===== src/rtl/ser_tx_pkg.sv =====
package ser_tx_pkg;

    typedef enum logic [1:0] {
        FMT_ZERO  = 2'b00,
        FMT_SIGN  = 2'b01,
        FMT_MULAW = 2'b10,
        FMT_ALAW  = 2'b11
    } fmt_e;

    typedef enum logic [1:0] {
        ST_OFF,
        ST_IDLE,
        ST_SHIFT
    } st_e;

    typedef struct packed {
        logic [3:0] wm1;
        fmt_e       fmt;
        logic       lsb_first;
        logic       en;
    } cfg_t;

endpackage


===== src/rtl/ser_tx_compand.sv =====
module ser_tx_compand #(
    parameter bit ALAW = 1'b0
) (
    input  logic [15:0] din,
    output logic [7:0]  code
);

    generate
        if (ALAW) begin : g_alaw
            logic [15:0] sh;
            logic [15:0] mag;
            logic [2:0]  seg;
            logic [3:0]  part;
            always_comb begin
                sh  = $signed(din) >>> 3;
                mag = sh[15] ? ~sh : sh;
                seg = 3'd0;
                for (int i = 5; i <= 11; i++) begin
                    if (mag[i]) seg = 3'(i - 4);
                end
                part = (seg < 3'd2) ? 4'(mag >> 1) : 4'(mag >> seg);
                code = {~sh[15], {seg, part} ^ 7'h55};
            end
        end else begin : g_mulaw
            logic signed [15:0] sh;
            logic [15:0] mag;
            logic [15:0] biased;
            logic [3:0]  seg;
            logic [3:0]  part;
            logic [6:0]  body;
            always_comb begin
                sh  = $signed(din) >>> 2;
                mag = sh[15] ? 16'(-sh) : 16'(sh);
                if (mag > 16'd8159) mag = 16'd8159;
                biased = mag + 16'd33;
                seg = 4'd0;
                for (int i = 6; i <= 13; i++) begin
                    if (biased[i]) seg = 4'(i - 5);
                end
                part = 4'(biased >> (seg + 4'd1));
                body = seg[3] ? 7'h7F : {seg[2:0], part};
                code = {~sh[15], ~body};
            end
        end
    endgenerate

endmodule


===== src/rtl/ser_tx_format.sv =====
module ser_tx_format
    import ser_tx_pkg::*;
#(
    parameter int DATA_W = 16,
    parameter int WID_W  = 4,
    localparam int IDX_W = $clog2(DATA_W)
) (
    input  logic [DATA_W-1:0] din,
    input  fmt_e              fmt,
    input  logic [WID_W-1:0]  wm1,
    output logic [DATA_W-1:0] word,
    output logic [IDX_W-1:0]  len_m1
);

    localparam int CODE_W = 8;

    logic [CODE_W-1:0] mu_code;
    logic [CODE_W-1:0] a_code;
    logic [WID_W:0]    w;
    logic [DATA_W-1:0] lin;

    ser_tx_compand #(.ALAW(1'b0)) u_mu (.din(din[15:0]), .code(mu_code));
    ser_tx_compand #(.ALAW(1'b1)) u_a  (.din(din[15:0]), .code(a_code));

    always_comb begin
        w = (wm1 < WID_W'(2)) ? (WID_W+1)'(3) : ({1'b0, wm1} + 1'b1);
        for (int i = 0; i < DATA_W; i++) begin
            if (i < int'(w)) lin[i] = din[i];
            else             lin[i] = (fmt == FMT_SIGN) && din[w - 1'b1];
        end
    end

    always_comb begin
        unique case (fmt)
            FMT_MULAW: begin
                word   = DATA_W'(mu_code);
                len_m1 = IDX_W'(CODE_W - 1);
            end
            FMT_ALAW: begin
                word   = DATA_W'(a_code);
                len_m1 = IDX_W'(CODE_W - 1);
            end
            default: begin
                word   = lin;
                len_m1 = IDX_W'(DATA_W - 1);
            end
        endcase
    end

endmodule


===== src/rtl/ser_tx_bitclk.sv =====
module ser_tx_bitclk #(
    parameter int DIV = 4
) (
    input  logic clk,
    input  logic rst_n,
    input  logic run,
    output logic tick
);

    localparam int CNT_W = (DIV > 1) ? $clog2(DIV) : 1;

    logic [CNT_W-1:0] cnt;

    always_ff @(posedge clk or negedge rst_n) begin
        if (!rst_n)                        cnt <= '0;
        else if (!run)                     cnt <= '0;
        else if (cnt == CNT_W'(DIV - 1))   cnt <= '0;
        else                               cnt <= cnt + 1'b1;
    end

    assign tick = run && (cnt == CNT_W'(DIV - 1));

endmodule


===== src/rtl/ser_tx_fmt.sv =====
module ser_tx_fmt
    import ser_tx_pkg::*;
#(
    parameter int DATA_W = 16,
    parameter int DIV    = 4
) (
    input  logic              clk,
    input  logic              rst_n,
    input  logic              cfg_we,
    input  logic [7:0]        cfg_wdata,
    input  logic              dat_we,
    input  logic [DATA_W-1:0] dat_wdata,
    output logic              sd_out,
    output logic              sd_oe,
    output logic              fs_out,
    output logic              fs_oe,
    output logic              tx_irq
);

    localparam int IDX_W = $clog2(DATA_W);

    cfg_t              cfg_q;
    st_e               st, st_nx;
    logic              en, tick, load, fin;
    logic [DATA_W-1:0] dat_q, fmt_word, word_q;
    logic [IDX_W-1:0]  fmt_len_m1, idx_q, left_q;
    logic              full_q, dir_q, fs_q, irq_q;

    assign en = cfg_q.en;

    ser_tx_bitclk #(.DIV(DIV)) u_clk (
        .clk(clk), .rst_n(rst_n), .run(en), .tick(tick)
    );

    ser_tx_format #(.DATA_W(DATA_W), .WID_W(4)) u_fmt (
        .din(dat_q), .fmt(cfg_q.fmt), .wm1(cfg_q.wm1),
        .word(fmt_word), .len_m1(fmt_len_m1)
    );

    assign load = (st == ST_IDLE)  && tick && full_q;
    assign fin  = (st == ST_SHIFT) && tick && (left_q == '0);

    // state register
    always_ff @(posedge clk or negedge rst_n) begin
        if (!rst_n) st <= ST_OFF;
        else        st <= st_nx;
    end

    always_comb begin
        st_nx = st;
        if (!en) begin
            st_nx = ST_OFF;
        end else begin
            unique case (st)
                ST_OFF:   st_nx = ST_IDLE;
                ST_IDLE:  st_nx = load ? ST_SHIFT : ST_IDLE;
                ST_SHIFT: st_nx = fin  ? ST_IDLE  : ST_SHIFT;
                default:  st_nx = ST_OFF;
            endcase
        end
    end

    // datapath and output registers
    always_ff @(posedge clk or negedge rst_n) begin
        if (!rst_n) begin
            cfg_q  <= '0;
            dat_q  <= '0;
            full_q <= 1'b0;
            word_q <= '0;
            idx_q  <= '0;
            left_q <= '0;
            dir_q  <= 1'b0;
            fs_q   <= 1'b0;
            irq_q  <= 1'b0;
        end else begin
            irq_q <= (cfg_we && cfg_wdata[0] && !en) || load;
            if (cfg_we) cfg_q <= cfg_t'(cfg_wdata);
            if (!en) begin
                full_q <= 1'b0;
                fs_q   <= 1'b0;
            end else begin
                if (load) begin
                    word_q <= fmt_word;
                    dir_q  <= cfg_q.lsb_first;
                    idx_q  <= cfg_q.lsb_first ? '0 : fmt_len_m1;
                    left_q <= fmt_len_m1;
                    fs_q   <= 1'b1;
                end else if (st == ST_SHIFT && tick) begin
                    fs_q <= 1'b0;
                    if (left_q != '0) begin
                        left_q <= left_q - 1'b1;
                        idx_q  <= dir_q ? idx_q + 1'b1 : idx_q - 1'b1;
                    end
                end
                if (dat_we) begin
                    dat_q  <= dat_wdata;
                    full_q <= 1'b1;
                end else if (load) begin
                    full_q <= 1'b0;
                end
            end
        end
    end

    assign sd_oe  = en;
    assign fs_oe  = en;
    assign sd_out = en && (st == ST_SHIFT) && word_q[idx_q];
    assign fs_out = en && fs_q;
    assign tx_irq = irq_q;

endmodule


===== config.mk =====
export PLATFORM = sky130hd
export DESIGN_NAME = ser_tx_fmt
export DESIGN_NICKNAME = d
export VERILOG_FILES = /design/src/rtl/ser_tx_pkg.sv /design/src/rtl/ser_tx_compand.sv /design/src/rtl/ser_tx_format.sv /design/src/rtl/ser_tx_bitclk.sv /design/src/rtl/ser_tx_fmt.sv
export SDC_FILE = /design/constraint.sdc
export NUM_CORES = 1
export LEC_CHECK = 0
export CELL_PAD_IN_SITES_DETAIL_PLACEMENT = 0
export CELL_PAD_IN_SITES_GLOBAL_PLACEMENT = 1
export CORE_UTILIZATION = 53
export CTS_CLUSTER_DIAMETER = 80
export CTS_CLUSTER_SIZE = 8
export DETAILED_ROUTE_END_ITERATION = 16
export DONT_BUFFER_PORTS = 1
export GPL_ROUTABILITY_DRIVEN = 0
export PLACE_DENSITY = 0.93
export SYNTH_ARGS = -nofsm -noshare
export SYNTH_HDL_FRONTEND = slang
export SYNTH_SLANG_ARGS = --single-unit
export TNS_END_PERCENT = 10

===== constraint.sdc =====
create_clock -name clk -period 14.1 [get_ports clk]
set_input_delay 2.115 -clock clk [delete_from_list [all_inputs] [get_ports clk]]
set_output_delay 2.115 -clock clk [all_outputs]
set_load 0.05 [all_outputs]

==> impl_results.md, run 1 <==
- Most common cell in the netlist: nand2_1
- Initial antenna violation count: 1
- Placed cell area: 5360 sq um
- Startpoint Class: register
- Synthesized area: 5370 sq um
- Num Clock Sinks: 56
- Mux cell area share after synthesis: 13.5%
- Drt via density: 6.61
- Seq cells post-synth: 56
- Biggest area consumer among synthesized cells: dfrtp_1
- Clk_lat worst skew: 0.33 ns
- Port Buffer Count: 0
- IO Pins: 33
- Die width: 103 um
- # DRC: 0
- Sequential Area: 1400 sq um
- Postcts setup bufs: 0
- Peak Freq: 130 MHz
- Top cell type's share of synthesized area: 26.1%
- Minimum clock period: 7.68 ns
- Worst setup path startpoint: dat_q[2]$_DFFE_PN0P_
- RSZ-0062 raised after global routing: no
- Design area: 5460 sq um
- Post-route clock skew: 0.0182 ns
- CP max FO: 16
- Internal reg-to-reg setup slack: 6.42 ns
- Pre-CTS setup slack: 6.56 ns
- Data required, critical path: 14.33 ns
- H-tree level count: 2
- Power density over the cells: 159 nW/um^2
- Top_reg_cell synth: dfrtp_1
- Global-route met3 utilization: 4.00%
- Synth Area in Adders: 3.17%
- Area Overhead vs Synth: 1.70%
- Pins over their slew limit: 0
- Total number of vias: 4928
- Synth Net Count: 691
- EDFF count, synth: 0
- # rows: 36
- DP HPWL: 10000 um
- Worst Hold Launch: u_clk.cnt[0]$_DFF_PN0_
- Compound-Gate Fraction of Synth Area: 25.3%
- Critical path endpoint category: register
- Vias in the first global route: 4590
- M1 GR Usage: 37.3%
- Pin slew with the least headroom to its limit: 1.09 ns
- Outcome: complete, no violations
- Met2 usage: 45.0%
- Post-synthesis xor/xnor area fraction: 4.76%
- Post-CTS sizing: 0
- Layout cells sized above 1: 12.3%
- Fin worst setup slack: 6.42 ns
- Total Nets Final: 652
- Yosys cell types: 87
- Slew HR: 27.3%
- Hold Slack: 0.439 ns
- Syn_area_per_cell: 8.26 sq um
- First-pass GRT wire length: 22500 um
- Clock Tree Buf Depth: 2
- CTS Hold Buffers Added: 0
- Layout Utilization: 55.9%
- R2r startpoint: dat_q[2]$_DFFE_PN0P_
- Pin count of the biggest net entering global routing: 57
- Core area: 9770 sq um
- Synth async-reset ratio: 100%
- Post-Route WL: 13800 um
- Yosys warnings: 0
- Die Ht: 103 um
- CTS tree: built
- Syn Inst Count: 650
- Clock Tree Root: clkbuf_8
- Total track usage: 27.3%
- Sequential share of the synthesized area: 26.1%
- Synth Area in Simple Gates: 21.6%
- Crit path DAT: 7.92 ns
- Pleak: 2.11 nW
- Endpoints failing hold: 0
- Synth top area cells: dfrtp_1 26%, o21ai_0 5.7%, mux2_2 5.2%
- Drt pass-1 iters: 7
- Final setup vio count: 0
- TritonCTS Buffers: 5
- Tcrit/Tclk final: 54.5%
- GRT busiest layer: met2
- GRT overflow: 0
- Hold Path Class: reg2reg
- TNS Setup: 0 ns
- WL/cell: 18.5 um
- Dominant combinational cell family by area after synthesis: compound AO/OA/AOI/OAI gates
- Total die area: 10500 sq um
- Reg clk slew, reported paths: 0.11 ns
- Initial DRC Count: 414
- Number of max-cap violations: 0
- Post-route ant nets: 0
- Worst VDD drop: 84.5 uV
- Multi-input logic area: 3680 sq um
- Kind of critical path: reg2reg
- Top post-synthesis cells by count: 66 x nand2_1, 61 x o21ai_0, 56 x dfrtp_1
- Initial Utilization: 54.9%
- FILL cells: 923
[placed cells by master, fill, tap and decap left out, drive strengths merged, types with 4 or more instances in the layout]
| cell type | n |
|---|---|
| nand2 | 66 |
| o21ai | 65 |
| dfrtp | 56 |
| nor2 | 49 |
| a21oi | 47 |
| mux2 | 25 |
| nor3 | 24 |
| xnor2 | 23 |
| inv | 23 |
| mux2i | 22 |
| nand3 | 15 |
| ha | 12 |
| nor3b | 12 |
| a211oi | 12 |
| o31ai | 11 |
| mux4 | 10 |
| and2 | 8 |
| a31oi | 7 |
| o22ai | 7 |
| a221oi | 6 |
| or4 | 5 |
| nor2b | 5 |
| a21o | 5 |
| clkbuf | 5 |
| nand4 | 5 |
| clkinv | 4 |
| or3 | 4 |
| xor2 | 4 |
| o211ai | 4 |
| nand2b | 4 |
| or3b | 4 |
| nor4 | 4 |
[metrics by stage]
step | power (W) | instances
after floorplan | 0.000658 | 650
after global placement | 0.000752 | 737
after detailed placement | 0.000761 | 737
after CTS | 0.000860 | 745
after global routing | 0.000933 | 745
final | 0.000868 | 746
[final cells by class]
class / count / area share [%]
antenna: 1 / 0.0458
clock buffer: 5 / 1.26
inverter: 25 / 1.76
sequential: 56 / 25.7
multi-input combinational: 520 / 67.3
clock inverter: 3 / 0.458
timing repair buffer: 3 / 0.413
tap: 133 / 3.05
[layer usage]
metal | up-vias | part of all wire (%) | wire length, um
met3 | 26 | 6.7 | 931
li1 | 2337 | - | -
met4 | 0 | 1.8 | 245
met1 | 2395 | 44 | 6060
met2 | 170 | 48 | 6570
met5 | - | 0 | 0
[flip-flops by register name, indices dropped and copies added, names as in the netlist]
name	flops
fs_oe	1
idx_q	4
left_q	4
st	2
fs_q	1
u_clk.cnt	2
dir_q	1
cfg_q	7
full_q	1
tx_irq	1
word_q	16
dat_q	16
[cell families (layout without fill, tap and decap cells)]
logic type                 after synthesis  after routing
buffers and inverters                   74             36
muxes                                   57             57
DFF                                     56             56
AOI/OAI and AO/OA                      201            201
other                                    0              1
and+or+nand+nor                        222            222
xor gates and xnor gates                27             27
adders and majority gates               13             13
[report_power, final]
| group | leakage, nW | switching (W) | total [W] | internal (W) |
|---|---|---|---|---|
| combinational | 1.36 | 0.000315 | 0.000535 | 0.000220 |
| sequential | 0.702 | 0.0000545 | 0.000236 | 0.000182 |
| clock | 0.0452 | 0.0000603 | 0.0000967 | 0.0000364 |
| total | 2.11 | 0.000429 | 0.000868 | 0.000438 |
[worst paths after layout]
check,end,cells after the start
hold reg to reg,u_clk.cnt[0]$_DFF_PN0_,1
setup / recovery,word_q[3]$_DFFE_PN0P_,26
setup reg to reg,word_q[3]$_DFFE_PN0P_,26
max in group asynchronous,word_q[2]$_DFFE_PN0P_,0
hold / removal,u_clk.cnt[0]$_DFF_PN0_,1
min in group asynchronous,cfg_q[4]$_DFFE_PN0P_,0
[critical path: stages, from the launching register on]
cell and delay [ns]:
dfrtp_1 0.51, inv_1 0.15, ha_1 0.29, or3b_4 0.45, o31ai_1 0.36, xnor2_1 0.33, o2111ai_1 0.28, o21ai_2 0.68
nor2_1 0.17, inv_1 0.10, ha_1 0.41, inv_1 0.08, a311o_1 0.31, and2_1 0.25, o311a_1 0.35, a221oi_4 0.35
a221oi_1 0.14, and2_1 0.20, nand2b_4 0.17, inv_4 0.14, ha_1 0.39, clkinv_1 0.37, nor3_1 0.38, nor4_2 0.12
a211oi_1 0.30, nor3_1 0.11, o41ai_2 0.20
Power figures use the tool's default switching activity.
==> run 2: changes to the inputs <==
- CORE_UTILIZATION: 53 -> 50
- PLACE_DENSITY: 0.93 -> 0.89
- clock period: 14.1 -> 7.7 ns (I/O delays scaled with it)
==> impl_results.md, run 2 (synthesized netlist as in run 1, its figures left out) <==
- Post-Route WL: 14000 um (+1.6%)
- Postcts setup bufs: 0 (unchanged)
- R2r startpoint: dat_q[2]$_DFFE_PN0P_
- FF-to-FF End: word_q[2]$_DFFE_PN0P_
- TNS Setup: 0 ns (unchanged)
- GRT busiest layer: met2
- Total Nets Final: 657 (+0.77%)
- Pins over their slew limit: 0 (unchanged)
- Crit-path max cell delay: 0.51 ns (-0.17 ns)
- WL/cell: 18.6 um (+0.64%)
- Initial Utilization: 51.8% (-3.2 points)
- Post-route ant nets: 0 (unchanged)
- Most frequent cells in the layout: 66 x nand2_1, 61 x o21ai_0, 56 x dfrtp_1
- Die width: 106 um (+2.9%)
- # rows: 37 (+2.8%)
- Initial DRC Count: 348 (-16%)
- CP most frequent cell: inv_1
- Area Overhead vs Synth: 2.87%
- GRT overflow: 0 (unchanged)
- Hold Path Class: reg2reg
- RSZ-0062 raised after global routing: no
- Core area: 10400 sq um (+6.1%)
- Final setup vio count: 0 (unchanged)
- Vias in the first global route: 4587 (-0.065%)
- DP HPWL: 10400 um (+3.6%)
- Minimum clock period: 6.93 ns (-0.751 ns)
- First-pass GRT wire length: 23500 um (+4.3%)
- Crit path DAT: 7.15 ns (-0.77 ns)
- Pleak: 2.14 nW (+1.6%)
- CP max FO: 16 (unchanged)
- Ant. Diodes: 0 (-1)
- Kind of critical path: reg2reg
- Port Buffer Count: 0 (unchanged)
- Clock Tree Root: clkbuf_8
- Layout cells sized above 1: 13.1% (+0.87 points)
- Crit-path leading delay family: compound AO/OA/AOI/OAI gates
- Commonest non-fill, non-tap cell in the layout: nand2_1
- Biggest regs: dat_q: 16 flops, word_q: 16 flops, cfg_q: 7 flops
- Die Ht: 106 um (+2.9%)
- Total track usage: 26.2% (-1.1 points)
- Clock Tree Buf Depth: 2 (unchanged)
- Worst Hold Launch: u_clk.cnt[0]$_DFF_PN0_
- Pin count of the biggest net entering global routing: 57 (unchanged)
- Number of max-cap violations: 0 (unchanged)
- Outcome: complete, no violations
- Endpoints failing hold: 0 (unchanged)
- IO Pins: 33 (unchanged)
- # DRC: 0 (unchanged)
- Global-route met3 utilization: 4.64% (+0.64 points)
- Pin slew with the least headroom to its limit: 1.12 ns (+0.0265 ns)
- Reg2reg path depth: 28 (+7.7%)
- Tcrit/Tclk final: 90.0% (+36 points)
- CP bufs+invs: 7 (+2)
- Worst Hold End: u_clk.cnt[0]$_DFF_PN0_
- Initial antenna violation count: 0 (-1)
- Critical path endpoint category: register
- Worst VDD drop: 203 uV (+140%)
- Total die area: 11200 sq um (+5.9%)
- TritonCTS Buffers: 5 (unchanged)
- Post-route clock skew: 0.0146 ns (-0.00360 ns)
- Clk_lat worst skew: 0.32 ns (about the same)
- Data required, critical path: 7.92 ns (-6.41 ns)
- CTS tree: built
- Power density over the cells: 295 nW/um^2 (+86%)
- Placed cell area: 5400 sq um (+0.77%)
- Design area: 5520 sq um (+1.1%)
- Slew HR: 25.6% (-1.8 points)
- Internal reg-to-reg setup slack: 0.77 ns (-5.65 ns)
- Startpoint Class: register
- H-tree level count: 2 (unchanged)
- M1 GR Usage: 38.0% (+0.74 points)
- Drt via density: 6.55 (-0.91%)
- Num Clock Sinks: 56 (unchanged)
- Met2 usage: 41.0% (-3.9 points)
- Slowest stage cell, crit path: dfrtp_1
- Peak Freq: 144 MHz (+11%)
- Total number of vias: 4929 (+0.020%)
- FILL cells: 1009 (+9.3%)
- Drt pass-1 iters: 7 (unchanged)
- Worst hold stages: 1 (unchanged)
- Reg clk slew, reported paths: 0.11 ns (about the same)
-- run 2: what timing repair did --
| item | 4_1_cts | 5_1_grt |
|---|---|---|
| endpoints found under the setup margin | 0 | 4 |
| resized for setup | 0 | 2 |
| hold buffers | 0 | 0 |
-- run 2: per-layer routing --
metal | vias to the layer above | wire length, um
li1 | 2347 | -
met1 | 2413 | 6450
met2 | 156 | 6630
met3 | 13 | 818
met4 | 0 | 125
met5 | - | 0
-- run 2: layout make-up --
class	count	area [sq um]	area share, %
clock inverters	2	38.8	0.702
multi-input cells	520	3680	66.6
inverters	25	100	1.81
clock buffers	6	72.6	1.31
well taps	136	170	3.08
repair buffers	8	60.1	1.09
flip-flops and latches	56	1400	25.4
-- run 2: worst register-to-register path, delay by kind of cell, from the launching register on --
kind	cells	cell delay, ns
buf+inv	7	1.09
xor+xnor	1	0.33
fa+ha+maj	3	0.76
simple gates	8	2.02
compound gates	9	2.14
flops	1	0.51
-- run 2: report_power, final --
group / internal [W] / total (W) / switching [W] / leakage (nW)
registers: 0.000333 / 0.000419 / 0.0000858 / 0.702
logic: 0.000414 / 0.00101 / 0.000599 / 1.38
clock network: 0.0000985 / 0.000199 / 0.000100 / 0.0558
-- run 2: worst max path at each step --
| stage | start | to | cells past startpoint |
|---|---|---|---|
| global route | dat_q[2]$_DFFE_PN0P_ | word_q[2]$_DFFE_PN0P_ | 28 |
| floorplan | dat_q[2]$_DFFE_PN0P_ | word_q[2]$_DFFE_PN0P_ | 30 |
| CTS | dat_q[2]$_DFFE_PN0P_ | word_q[2]$_DFFE_PN0P_ | 28 |
| finish | dat_q[2]$_DFFE_PN0P_ | word_q[2]$_DFFE_PN0P_ | 28 |
| detailed placement | dat_q[2]$_DFFE_PN0P_ | word_q[3]$_DFFE_PN0P_ | 27 |
| global placement | dat_q[2]$_DFFE_PN0P_ | word_q[2]$_DFFE_PN0P_ | 28 |
-- run 2: stage by stage --
step	setup slack [ns]	utilization, %	cells	hold WS, ns	power, W
floorplan	1.00	-	650	0.403	0.00120
global placement	0.907	52.1	745	0.413	0.00139
detailed placement	0.649	52.1	745	0.423	0.00141
CTS	0.631	53.2	753	0.436	0.00161
global route	0.127	53.2	753	0.458	0.00175
finish	0.767	53.2	753	0.432	0.00163
